--- src/rtl/pit_pkg.sv ---
package pit_pkg;
    localparam int DATA_W = 32;
    localparam int CNT_W  = 64;
    localparam int PRE_W  = 4;
    localparam int ADDR_W = 8;

    localparam logic [ADDR_W-1:0] A_CTRL   = 8'h00;
    localparam logic [ADDR_W-1:0] A_MODE   = 8'h04;
    localparam logic [ADDR_W-1:0] A_PER_LO = 8'h08;
    localparam logic [ADDR_W-1:0] A_CNT_LO = 8'h20;
    localparam logic [ADDR_W-1:0] A_CNT_HI = 8'h24;

    localparam int GO_BIT   = 0;
    localparam int SRST_BIT = 8;
    localparam int CONT_BIT = 0;
    localparam int PRE_LSB  = 8;

    typedef struct packed {
        logic [PRE_W-1:0] presc;
        logic             cont;
    } mode_t;

    typedef struct packed {
        logic start;
        logic srst;
    } ctrl_req_t;

    function automatic logic [DATA_W-1:0] pack_mode(mode_t m);
        logic [DATA_W-1:0] r;
        r = '0;
        r[PRE_LSB +: PRE_W] = m.presc;
        r[CONT_BIT]         = m.cont;
        return r;
    endfunction

    function automatic mode_t unpack_mode(logic [DATA_W-1:0] w);
        mode_t m;
        m.presc = w[PRE_LSB +: PRE_W];
        m.cont  = w[CONT_BIT];
        return m;
    endfunction
endpackage

--- src/rtl/pit_prescaler.sv ---
module pit_prescaler #(
    parameter int PW = pit_pkg::PRE_W
) (
    input  logic          clk,
    input  logic          rst,
    input  logic          clear,
    input  logic          run,
    input  logic [PW-1:0] limit,
    output logic          tick
);
    logic [PW-1:0] pc_q;
    logic          at_limit;

    assign at_limit = (pc_q >= limit);
    assign tick     = run && at_limit;

    always_ff @(posedge clk) begin
        if (rst || clear) begin
            pc_q <= '0;
        end else if (run) begin
            if (at_limit) pc_q <= '0;
            else          pc_q <= pc_q + 1'b1;
        end
    end
endmodule

--- src/rtl/pit_counter.sv ---
module pit_counter #(
    parameter int CW = pit_pkg::CNT_W
) (
    input  logic          clk,
    input  logic          rst,
    input  logic          srst,
    input  logic          start,
    input  logic          tick,
    input  logic          cont,
    input  logic [CW-1:0] period_stage,
    output logic [CW-1:0] count,
    output logic          running,
    output logic          hit
);
    logic [CW-1:0] cnt_q;
    logic [CW-1:0] per_act_q;
    logic          run_q;
    logic          at_period;

    assign at_period = (cnt_q == per_act_q);
    assign hit       = run_q && tick && at_period;
    assign count     = cnt_q;
    assign running   = run_q;

    always_ff @(posedge clk) begin
        if (rst || srst) begin
            cnt_q     <= '0;
            per_act_q <= '0;
            run_q     <= 1'b0;
        end else if (start && !run_q) begin
            cnt_q     <= '0;
            per_act_q <= period_stage;
            run_q     <= 1'b1;
        end else if (run_q && tick) begin
            if (at_period) begin
                if (cont) begin
                    cnt_q     <= '0;
                    per_act_q <= period_stage;
                end else begin
                    run_q <= 1'b0;
                end
            end else begin
                cnt_q <= cnt_q + 1'b1;
            end
        end
    end
endmodule

--- src/rtl/pit_regs.sv ---
module pit_regs
    import pit_pkg::*;
#(
    parameter int DW = DATA_W,
    parameter int CW = CNT_W,
    parameter int AW = ADDR_W
) (
    input  logic          clk,
    input  logic          rst,
    input  logic [AW-1:0] bus_addr,
    input  logic          bus_wr,
    input  logic [DW-1:0] bus_wdata,
    input  logic          bus_rd,
    input  logic [CW-1:0] count,
    input  logic          running,
    input  logic          hit,
    output ctrl_req_t     req,
    output mode_t         mode,
    output logic [CW-1:0] period_stage,
    output logic [DW-1:0] bus_rdata,
    output logic          match_flag,
    output logic [DW-1:0] shadow_hi
);
    localparam int NW = CW / DW;

    logic          wr_ctrl;
    logic          start_ok;
    logic [DW-1:0] per_q [NW];
    logic [DW-1:0] shadow_q;
    logic          flag_q;

    assign wr_ctrl   = bus_wr && (bus_addr == A_CTRL);
    assign req.srst  = wr_ctrl && bus_wdata[SRST_BIT];
    assign req.start = wr_ctrl && bus_wdata[GO_BIT] && !bus_wdata[SRST_BIT];
    assign start_ok  = req.start && !running;

    always_ff @(posedge clk) begin
        if (rst) begin
            mode <= '0;
        end else if (bus_wr && (bus_addr == A_MODE)) begin
            mode <= unpack_mode(bus_wdata);
        end
    end

    for (genvar w = 0; w < NW; w++) begin : g_per
        localparam logic [AW-1:0] WADDR = A_PER_LO + AW'(4 * w);
        always_ff @(posedge clk) begin
            if (rst) begin
                per_q[w] <= '0;
            end else if (bus_wr && (bus_addr == WADDR)) begin
                per_q[w] <= bus_wdata;
            end
        end
        assign period_stage[w*DW +: DW] = per_q[w];
    end

    always_ff @(posedge clk) begin
        if (rst || req.srst) begin
            flag_q <= 1'b0;
        end else if (start_ok) begin
            flag_q <= 1'b0;
        end else if (hit) begin
            flag_q <= 1'b1;
        end
    end

    always_ff @(posedge clk) begin
        if (rst) begin
            shadow_q <= '0;
        end else if (bus_rd && (bus_addr == A_CNT_LO)) begin
            shadow_q <= count[CW-1 -: DW];
        end
    end

    assign match_flag = flag_q;
    assign shadow_hi  = shadow_q;

    always_comb begin
        bus_rdata = '0;
        if (bus_addr == A_CTRL)   bus_rdata[GO_BIT] = running;
        if (bus_addr == A_MODE)   bus_rdata = pack_mode(mode);
        if (bus_addr == A_CNT_LO) bus_rdata = count[DW-1:0];
        if (bus_addr == A_CNT_HI) bus_rdata = shadow_q;
        for (int w = 0; w < NW; w++) begin
            if (bus_addr == A_PER_LO + AW'(4 * w)) bus_rdata = per_q[w];
        end
    end
endmodule

--- src/rtl/pit_timer64.sv ---
module pit_timer64
    import pit_pkg::*;
(
    input  logic              clk,
    input  logic              rst,
    input  logic [ADDR_W-1:0] bus_addr,
    input  logic              bus_wr,
    input  logic [DATA_W-1:0] bus_wdata,
    input  logic              bus_rd,
    output logic [DATA_W-1:0] bus_rdata,
    output logic              match_flag
);
    ctrl_req_t         req;
    mode_t             mode;
    logic [CNT_W-1:0]  period_stage;
    logic [CNT_W-1:0]  count;
    logic [DATA_W-1:0] shadow_hi;
    logic              running;
    logic              hit;
    logic              tick;
    logic              pre_clear;

    assign pre_clear = req.srst || (req.start && !running);

    pit_regs #(.DW(DATA_W), .CW(CNT_W), .AW(ADDR_W)) u_regs (
        .clk          (clk),
        .rst          (rst),
        .bus_addr     (bus_addr),
        .bus_wr       (bus_wr),
        .bus_wdata    (bus_wdata),
        .bus_rd       (bus_rd),
        .count        (count),
        .running      (running),
        .hit          (hit),
        .req          (req),
        .mode         (mode),
        .period_stage (period_stage),
        .bus_rdata    (bus_rdata),
        .match_flag   (match_flag),
        .shadow_hi    (shadow_hi)
    );

    pit_prescaler #(.PW(PRE_W)) u_pre (
        .clk   (clk),
        .rst   (rst),
        .clear (pre_clear),
        .run   (running),
        .limit (mode.presc),
        .tick  (tick)
    );

    pit_counter #(.CW(CNT_W)) u_cnt (
        .clk          (clk),
        .rst          (rst),
        .srst         (req.srst),
        .start        (req.start),
        .tick         (tick),
        .cont         (mode.cont),
        .period_stage (period_stage),
        .count        (count),
        .running      (running),
        .hit          (hit)
    );
endmodule

--- config.mk ---
export PLATFORM = sky130hd
export DESIGN_NAME = pit_timer64
export DESIGN_NICKNAME = d
export VERILOG_FILES = /design/src/rtl/pit_pkg.sv /design/src/rtl/pit_prescaler.sv /design/src/rtl/pit_counter.sv /design/src/rtl/pit_regs.sv /design/src/rtl/pit_timer64.sv
export SDC_FILE = /design/constraint.sdc
export NUM_CORES = 1
export LEC_CHECK = 0
export ABC_AREA = 1
export BUFFER_PORTS_ARGS = -buffer_cell sky130_fd_sc_hd__buf_2
export CELL_PAD_IN_SITES_DETAIL_PLACEMENT = 1
export CELL_PAD_IN_SITES_GLOBAL_PLACEMENT = 1
export CORE_MARGIN = 5
export CORE_UTILIZATION = 48
export DETAILED_ROUTE_END_ITERATION = 8
export PLACE_DENSITY_LB_ADDON = 0.1
export SKIP_LAST_GASP = 1
export SLEW_MARGIN = 30
export SYNTH_ARGS = -nofsm -noshare
export SYNTH_HDL_FRONTEND = slang
export SYNTH_SLANG_ARGS = --single-unit
export TNS_END_PERCENT = 1
--- constraint.sdc ---
create_clock -name clk -period 6.75 [get_ports clk]
set_clock_uncertainty 0.2 [all_clocks]
set_input_delay 0.675 -clock clk [delete_from_list [all_inputs] [get_ports clk]]
set_output_delay 0.675 -clock clk [all_outputs]
set_load 0.01 [all_outputs]
==> impl_results.md <==
* Status: finished clean
* Max Root-Sink Buffers at 3
* First-pass GRT wire length at 81200 um
* Setup violators final at 0
* Leakage at ~6.5 nW
* Worst path max stage delay at 610 ps
* Max Cap Viol at 0
* Inserted Clock Buffers at 27
* HPWL after DPL at 38100 um
* CTS Root Cell: clkbuf_16
* CTS tree: yes
* Min Tclk post-route at 3880 ps
* Period utilization at 57.4%
* DP Area at 13900 um^2
* All-Layer GR Usage at 33.4%
* Setup CP Type: input pin to output port
* Vias in the first global route at 14000
* HP Class: input pin to flip-flop
* Core box area at approximately 28000 um^2
* Share of cells above drive strength 1 at 9.03%
* Slew headroom at 41.9%
* Fin Setup TNS at 0 ps
* CP bufs+invs at 3
* Number of H-tree levels at 1
* Mapped cell area at 13400 um^2
* Diodes inserted at 0
* Synthesized Nets at around 2000
* Vias/cell at 5.76
* Placed cells at 2331
* Synth-to-layout area growth at 11.2%
* CP Data Required Time at between 5000 and 6000 ps
* DIE AREA at 31300 um^2
* Setup Fix Bufs, Post-CTS at 0
* Critical Path Start Type: input pin
* Final Net Count at around 2000
* RSZ-0062 raised after global routing: false
* Final Cell Area at 14900 um^2
* DRT Wirelength at approximately 53000 um
* Clock slew at reported path FFs at ~70 ps
* Final Hold Fails at 0
* Critical path's slowest cell: and2_1
* # resized after CTS at 0
* Worst-skew pair later-pin latency at ~570 ps
* Crit path max fanout at 24
* Router iterations before antenna repair at 5
* Cell chain of the critical path: buf_2 > or2_1 > nor3b_1 > and2_1 > inv_2 > o221ai_1 > o21ai_0 > nand3_1 > buf_2
* Distinct cells, synth at between 40 and 50
* Grt ovf at 0
* Post-synthesis sequential area ratio at approximately 40%
* Critical path arrival at approximately 3000 ps
* Die Wd at 177 um
* Max frequency at 258 MHz
* I/O pins at 77
* Peak supply drop at roughly 200 uV
* Delay-heaviest family, CP: simple AND/OR/NAND/NOR gates
* Routability cong. at 0.928
* Kind of end point of the critical path: output port
* Ys Warns at 0
* Vias at about 14000
* Initial antenna violation count at 0
* Non-filler cells, final at ~2400
* DR iter-0 viols at 1225
* Least-Margin Pin Slew at approximately 870 ps
* Pin count of the biggest net entering global routing at 110
* Power per Cell Area at 208 nW/um^2
* Cells after Synth at 1961
* Initial Util at 48.4%
* CTS Hold Bufs at 0
* Antenna-violating nets left at 0
* Port Buffers at between 70 and 80
* WL/cell at 22.2 um
* CTS Sinks at 235
* Flops & latches, synth at 235
* Synthesized area per cell at 6.81 um^2
* Slew Viols, Final at 0
* Cell mode on critical path: buf_2
* Row count at 61
* Die Height at around 180 um
* # DRC at 0
-- cell usage in the layout (no fill, tap or decap), types with 2 or more instances in the layout --
| cell | Yosys | routed |
|---|---|---|
| nor2_1 | 325 | 324 |
| nor4_4 | 3 | 3 |
| ha_1 | 6 | 6 |
| nand2_2 | 1 | 3 |
| bufinv_16 | 0 | 3 |
| xnor2_1 | 4 | 4 |
| clkbuf_8 | 0 | 4 |
| nor3b_1 | 3 | 3 |
| clkinv_2 | 0 | 6 |
| o2111ai_1 | 22 | 22 |
| buf_2 | 27 | 76 |
| buf_4 | 1 | 24 |
| inv_2 | 18 | 20 |
| nor2_2 | 3 | 3 |
| dfxtp_1 | 171 | 171 |
| xor2_1 | 78 | 78 |
| nand3_1 | 167 | 165 |
| inv_1 | 203 | 201 |
| clkinv_1 | 1 | 4 |
| a21oi_1 | 150 | 150 |
| o21ai_0 | 41 | 41 |
| nand4_1 | 31 | 31 |
| nor3_1 | 12 | 12 |
| clkbuf_16 | 0 | 27 |
| nor4_1 | 2 | 2 |
| edfxtp_1 | 64 | 64 |
| nand3_2 | 1 | 3 |
| o211ai_1 | 48 | 48 |
| nand2_1 | 484 | 482 |
| clkbuf_1 | 55 | 5 |
| or2_2 | 2 | 2 |
-- where the power goes --
| group | internal (mW) | switching, mW | leakage [nW] |
|---|---|---|---|
| combinational | 0.0189 | 0.0601 | 4.10 |
| clock | 0.896 | 0.637 | 0.448 |
| sequential | 1.47 | 0.0179 | 1.98 |
-- through the flow --
step	power (mW)	setup WS [ps]	hold slack, ps	utilization (%)
6_report	3.10	2870	219	53.8
5_1_grt	3.17	2770	216	53.8
4_1_cts	3.11	2620	201	53.7
3_5_place_dp	1.59	2630	270	50.4
3_3_place_gp	1.59	2730	262	50.3
2_1_floorplan	1.55	3600	255	-
-- synthesized netlist by cell type --
master     number  area, um^2
o21ai_0        41         205
buf_4           1        7.51
a221oi_1        1        8.76
nand2_1       484        1820
or2_1           1        6.26
clkbuf_1       55         206
o22ai_1         1        6.26
edfxtp_1       64        1920
buf_2          27         135
clkinv_1        1        3.75
a21oi_1       150         751
xnor2_1         4        35.0
nand3_2         1        10.0
or2_2           2        12.5
nor3_1         12        60.1
nor4_1          2        12.5
nor3_2          1        10.0
nand4_1        31         194
buf_6          10         113
nor2_2          3        18.8
dfxtp_1       171        3420
nor2b_1         1        6.26
o21a_1          1        7.51
o2111ai_1      22         193
nor4_4          3        63.8
nor3b_1         3        22.5
o221ai_1        1        8.76
o21bai_1        1        7.51
and2_1          1        6.26
o211ai_1       48         360
nor2_1        325        1220
inv_1         203         762
xor2_1         78         683
buf_1          15        56.3
clkbuf_2        2        10.0
ha_1            6        75.1
nand2_2         1        6.26
a211oi_1        1        7.51
nand3_1       167         836
inv_2          18        67.6
and3_1          1        6.26
-- flip-flops by register name, indices dropped and copies added (netlist names) --
register and flops:
u_regs.mode 5, u_cnt.running 1, u_cnt.per_act_q 64, u_pre.pc_q 4, u_cnt.count 64, u_regs.per_q 64, u_regs.shadow_hi 32, u_regs.match_flag 1
-- layout make-up --
| cell class | count | area [um^2] |
|---|---|---|
| fillers | 3722 | 12800 |
| multi-input cells | 1394 | 6680 |
| flip-flops and latches | 235 | 5350 |
| inverters | 222 | 833 |
| clock buffers | 36 | 749 |
| repair buffers | 103 | 623 |
| well taps | 378 | 473 |
| clock inverters | 14 | 159 |
-- worst min-delay path, cell delays in order --
cell and delay, ps:
buf_2 70, inv_1 70, a21oi_1 120
-- layer usage --
metal / global-route usage (%) / routed length [um] / share of wire [%] / vias to the layer above
li1: - / - / - / 6360
met1: 45.6 / 22500 / 43 / 6687
met5: 0 / 0 / 0 / -
met4: 12.3 / 2190 / 4.1 / 0
met2: 53.2 / 23600 / 45 / 541
met3: 6.17 / 4500 / 8.5 / 122
-- final timing paths --
path,from,to,slack (ps),cells after the start
max,bus_addr[7],bus_rdata[9],2870,9
min,bus_wdata[9],u_regs.mode[2],220,3
max reg2reg,u_regs.mode[2],u_cnt.count[55],3170,15
min reg2reg,u_regs.match_flag,u_regs.match_flag,280,1
-- cells by family after synthesis --
kind of cell | share of synthesized area [%]
simple gates | 32.2
buf+inv | 10.2
xor+xnor | 5.37
flops | 40.0
fa+ha+maj | 0.562
compound gates | 11.6
Note: power is estimated with default switching activity, not from simulation.
